### src/rtl/fault_event_reg.sv
module fault_event_reg #(
  parameter int NPORTS    = 4,
  parameter int CMD_W     = 8,
  parameter logic [CMD_W-1:0] CODE_PEEK  = 8'h08,
  parameter logic [CMD_W-1:0] CODE_CLEAR = 8'h09
) (
  input  logic                  clk,
  input  logic                  rst_n,
  input  logic [NPORTS-1:0]     ilim_evt,
  input  logic [NPORTS-1:0]     start_evt,
  input  logic [NPORTS-1:0]     port_off,
  input  logic                  cmd_valid,
  input  logic [CMD_W-1:0]      cmd_code,
  input  logic [2*NPORTS-1:0]   irq_en,
  output logic [2*NPORTS-1:0]   rd_data,
  output logic                  irq
);
  localparam int W = 2 * NPORTS;

  logic [W-1:0] flags, flags_nxt, set_vec, off_vec;
  logic is_peek, is_clear;

  assign set_vec  = {ilim_evt, start_evt};
  assign off_vec  = {port_off, port_off};
  assign is_peek  = cmd_valid && (cmd_code == CODE_PEEK);
  assign is_clear = cmd_valid && (cmd_code == CODE_CLEAR);

  assign flags_nxt = (is_clear ? '0 : (flags & ~off_vec)) | set_vec;

  always_ff @(posedge clk) begin
    if (!rst_n) begin
      flags   <= '0;
      rd_data <= '0;
      irq     <= 1'b0;
    end else begin
      flags <= flags_nxt;
      irq   <= |(flags_nxt & irq_en);
      if (is_peek || is_clear)
        rd_data <= flags;
      else if (cmd_valid)
        rd_data <= '0;
    end
  end

  AST_PEEK_HOLD: assert property (@(posedge clk) disable iff (!rst_n)
    (is_peek && set_vec == '0 && port_off == '0) |=> $stable(flags));
  AST_CLEAR_ALL: assert property (@(posedge clk) disable iff (!rst_n)
    (is_clear && set_vec == '0) |=> flags == '0);
  AST_OFF_CLEARS: assert property (@(posedge clk) disable iff (!rst_n)
    (port_off != '0 && set_vec == '0) |=> (flags & {$past(port_off), $past(port_off)}) == '0);
  AST_SET_WINS: assert property (@(posedge clk) disable iff (!rst_n)
    (set_vec != '0) |=> (flags & $past(set_vec)) == $past(set_vec));
  AST_RD_CAPTURE: assert property (@(posedge clk) disable iff (!rst_n)
    (is_peek || is_clear) |=> rd_data == $past(flags));
  AST_RD_HOLD: assert property (@(posedge clk) disable iff (!rst_n)
    !cmd_valid |=> $stable(rd_data));
  AST_IRQ_FALL: assert property (@(posedge clk) disable iff (!rst_n)
    (is_clear && set_vec == '0) |=> !irq);
  AST_BAD_CODE: assert property (@(posedge clk) disable iff (!rst_n)
    (cmd_valid && !is_peek && !is_clear) |=> rd_data == '0);
endmodule

### config.mk
export PLATFORM = sky130hd
export DESIGN_NAME = fault_event_reg
export DESIGN_NICKNAME = d
export VERILOG_FILES = /design/src/rtl/fault_event_reg.sv
export SDC_FILE = /design/constraint.sdc
export NUM_CORES = 1
export LEC_CHECK = 0
export ABC_CLOCK_PERIOD_IN_PS = 1200
export BUFFER_PORTS_ARGS = -buffer_cell sky130_fd_sc_hd__buf_2
export CAP_MARGIN = 10
export CORE_MARGIN = 3
export CORE_UTILIZATION = 43
export DETAILED_ROUTE_END_ITERATION = 16
export PLACE_DENSITY = 0.83
export SLEW_MARGIN = 10
export SYNTH_ARGS = -nofsm -noshare
export SYNTH_HDL_FRONTEND = slang
export SYNTH_SLANG_ARGS = --single-unit
### constraint.sdc
create_clock -name clk -period 1.2 [get_ports clk]
set_input_delay 0.06 -clock clk [delete_from_list [all_inputs] [get_ports clk]]
set_output_delay 0.06 -clock clk [all_outputs]
set_load 0.02 [all_outputs]
==> summary.md <==
| Metric | Value |
|---|---|
| Crit. End Element | flip-flop |
| Final Hold Vio Count | 0 |
| Tcrit/Tclk final | 95.6% |
| Largest cells by area after synthesis | dfxtp_1 (43%), and2b_2 (8.8%), nor3b_1 (7.6%), o21a_1 (7.6%), nor4b_4 (6.0%) |
| Seq. cell area | 340 µm² |
| First-pass GRT wire length | 3.06 mm |
| Slew @ Worst Pin | 0.302 ns |
| Largest net degree at the start of global routing | 11 |
| Final min period | 1.15 ns |
| CP arrival | 1.31 ns |
| Standard-cell rows | 14 |
| Clock Sinks | 17 |
| H-tree lvl count | 1 |
| Synth area leader | dfxtp_1 |
| Clock Skew | 0.000444 ns |
| Post_cts resized | 0 |
| Antenna Nets Post-Route | 0 |
| Crit path max-delay cell type | dlygate4sd3_1 |
| RePlAce Congestion | 0.806 |
| Worst VDD drop | 510 µV |
| Hold path cells | 2 |
| CTS Buf Count | 3 |
| Unrepaired setup endpoints after global routing | false |
| Floorplan core area | 0.00161 mm² |
| Area Overhead vs Synth | 37.0% |
| Initial antenna violation count | 0 |
| Mean routed wirelength per cell | 12.8 µm |
| Hold Path Class | input pin to flip-flop |
| Pwr Total | 1.07 mW |
| Detailed Routing Iterations Pass 1 | 4 |
| Design Area, Final | 0.00108 mm² |
| Syn_nets | 110 |
| Status | complete, no violations |
| GRT Total Usage | 16.0% |
| LEAKAGE | 0.507 nW |
| Max-Cap Viols | 0 |
| Fraction of layout instances using a drive strength above 1 | 43.2% |
| R2R depth | 4 |
| Clock Root Buffer | clkbuf_4 |
| Fill count | 141 |
| CP required | 1.37 ns |
| GRT Max-Usage Layer | met2 |
| Post-synth ARST share | 0% |
| Post-synth EDFFs | 0 |
| Vias in the first global route | 750 |
| Starting Density | 49.1% |
| Multi-input logic area | 428 µm² |
| CP Cell Sequence | dlygate4sd3_1, buf_2, a22o_1, a221oi_1, a31oi_1 |
| Synth top area share | 43.0% |
| Vias | 762 |
| Placed cell areas | 997 µm² |
| Pins Over Slew Limit | 0 |
| Die W | 48.9 µm |
| Top-count cell post-synth | dfxtp_1 |
| Clk buf depth | 2 |
| Startpoint type of the worst setup path | input pin |
| Library cells used by synthesis | 21 |
| Met3 GRT Util | 5.50% |
| Final Util | 67.3% |
| Met1 usage in global routing | 17.1% |
| Setup violators final | 0 |
| Ys flop type | dfxtp_1 |
| Cell count after synthesis | 79 |
| Pwr/cell area | 986 mW/mm² |
| Nets@finish | 157 |
| Syn Area/Cell | 10.0 µm² |
| Max_slew headroom | 79.8% |
| Vias/cell | 5.11 |
| Seq/Total Area, Yosys | 43.0% |
| #FFs+latches synth | 17 |
| Total grt overflow | 0 |
| Slowest stage delay, CP | 0.53 ns |
| TritonCTS clock tree | done |
| FMAX | 0.872 GHz |
| Worst-path maximum fanout | 2 |
| Drc violations | 0 |
| Die area | 0.00239 mm² |
| CTS clock-pin slew for the worst setup and hold paths | 0.10 ns |
| I/O Pins | 40 |
| Synthesized cell area | 792 µm² |
| First DRT Iteration DRCs | 5 |
| Detailed placement HPWL | 1.47 mm |
| GR Layer Usage met2 | 29.4% |
| # port buffers | 39 |
| Final antenna diode count | 0 |
| Warnings from Yosys | 0 |
| Final WL | 1.90 mm |
| Die H | 48.9 µm |
| Clock Latency Late Sink | 0.29 ns |
| WS Path Type | input pin to flip-flop |
worst paths after layout:
kind / from / end / slack, ns
worst max-delay path: start_evt[0] / irq / 0.05
worst min register to register: flags[5] / rd_data[5] / 0.52
worst min-delay path: ilim_evt[3] / flags[7] / 0.008
worst max register to register: flags[0] / irq / 0.21
cell type report:
cell class	count	share of cell area [%]
multi-input cells	58	39.4
clock inverters	1	0.461
clock buffers	3	2.08
flip-flops and latches	17	31.4
well taps	24	2.77
inverters	1	0.346
repair buffers	45	23.5
per-stage QoR:
step / worst slack (ns) / instances / TNS, ns / hold slack (ns)
after floorplan: 0.282 / 79 / 0 / 0.184
after global placement: 0.0252 / 139 / 0 / 0.283
after detailed placement: -0.0320 / 139 / -0.0435 / 0.289
after CTS: 0.0597 / 149 / 0 / 0.000822
after global routing: 0.0125 / 149 / 0 / 0.00103
final: 0.0531 / 149 / 0 / 0.00830
power breakdown:
group / leakage [nW] / internal (mW) / switching (mW) / total, mW
Combinational: 0.349 / 0.0946 / 0.0684 / 0.163
Sequential: 0.140 / 0.584 / 0.0152 / 0.600
Clock: 0.0177 / 0.124 / 0.184 / 0.307
kinds of logic (layout without fill, tap and decap cells):
family	after synthesis	count (layout)	synth area share, %
simple gates	33	33	32.5
compound gates	25	25	21.5
flops	17	17	43.0
buf+inv	4	50	3.00
sequential cells by signal (all words and copies together) (netlist names):
signal   count
rd_data      8
flags        8
irq          1
placed cells by master, fill, tap and decap left out:
cell            n
buf_2          39
dfxtp_1        17
and2b_2         8
a21oi_1         8
nor2_1          8
nor3b_1         8
o21a_1          8
dlygate4sd3_1   6
nand3b_1        4
clkbuf_4        3
nor4b_4         2
a22o_1          2
a221oi_1        2
a22oi_1         2
clkinv_1        1
and2_2          1
and3_1          1
o22ai_1         1
nand4_1         1
o21bai_1        1
a31oi_1         1
clkinv_2        1
per-layer routing:
metal | vias to the layer above | share of wire (%)
met2 | 36 | 47
li1 | 382 | -
met1 | 344 | 45
met4 | 0 | 0
met3 | 0 | 8.4
met5 | - | 0
critical path: cells and delay by family:
kind | cells | cell delay (ns)
buffers and inverters | 2 | 0.66
AOI/OAI and AO/OA | 3 | 0.59
repair_timing:
action / 4_1_cts / 5_1_grt
hold buffers: 6 / 0
hold endpoints to repair: 6 / 0
buffers inserted: 0 / 0
No activity file was read; power rests on OpenSTA's default activity.
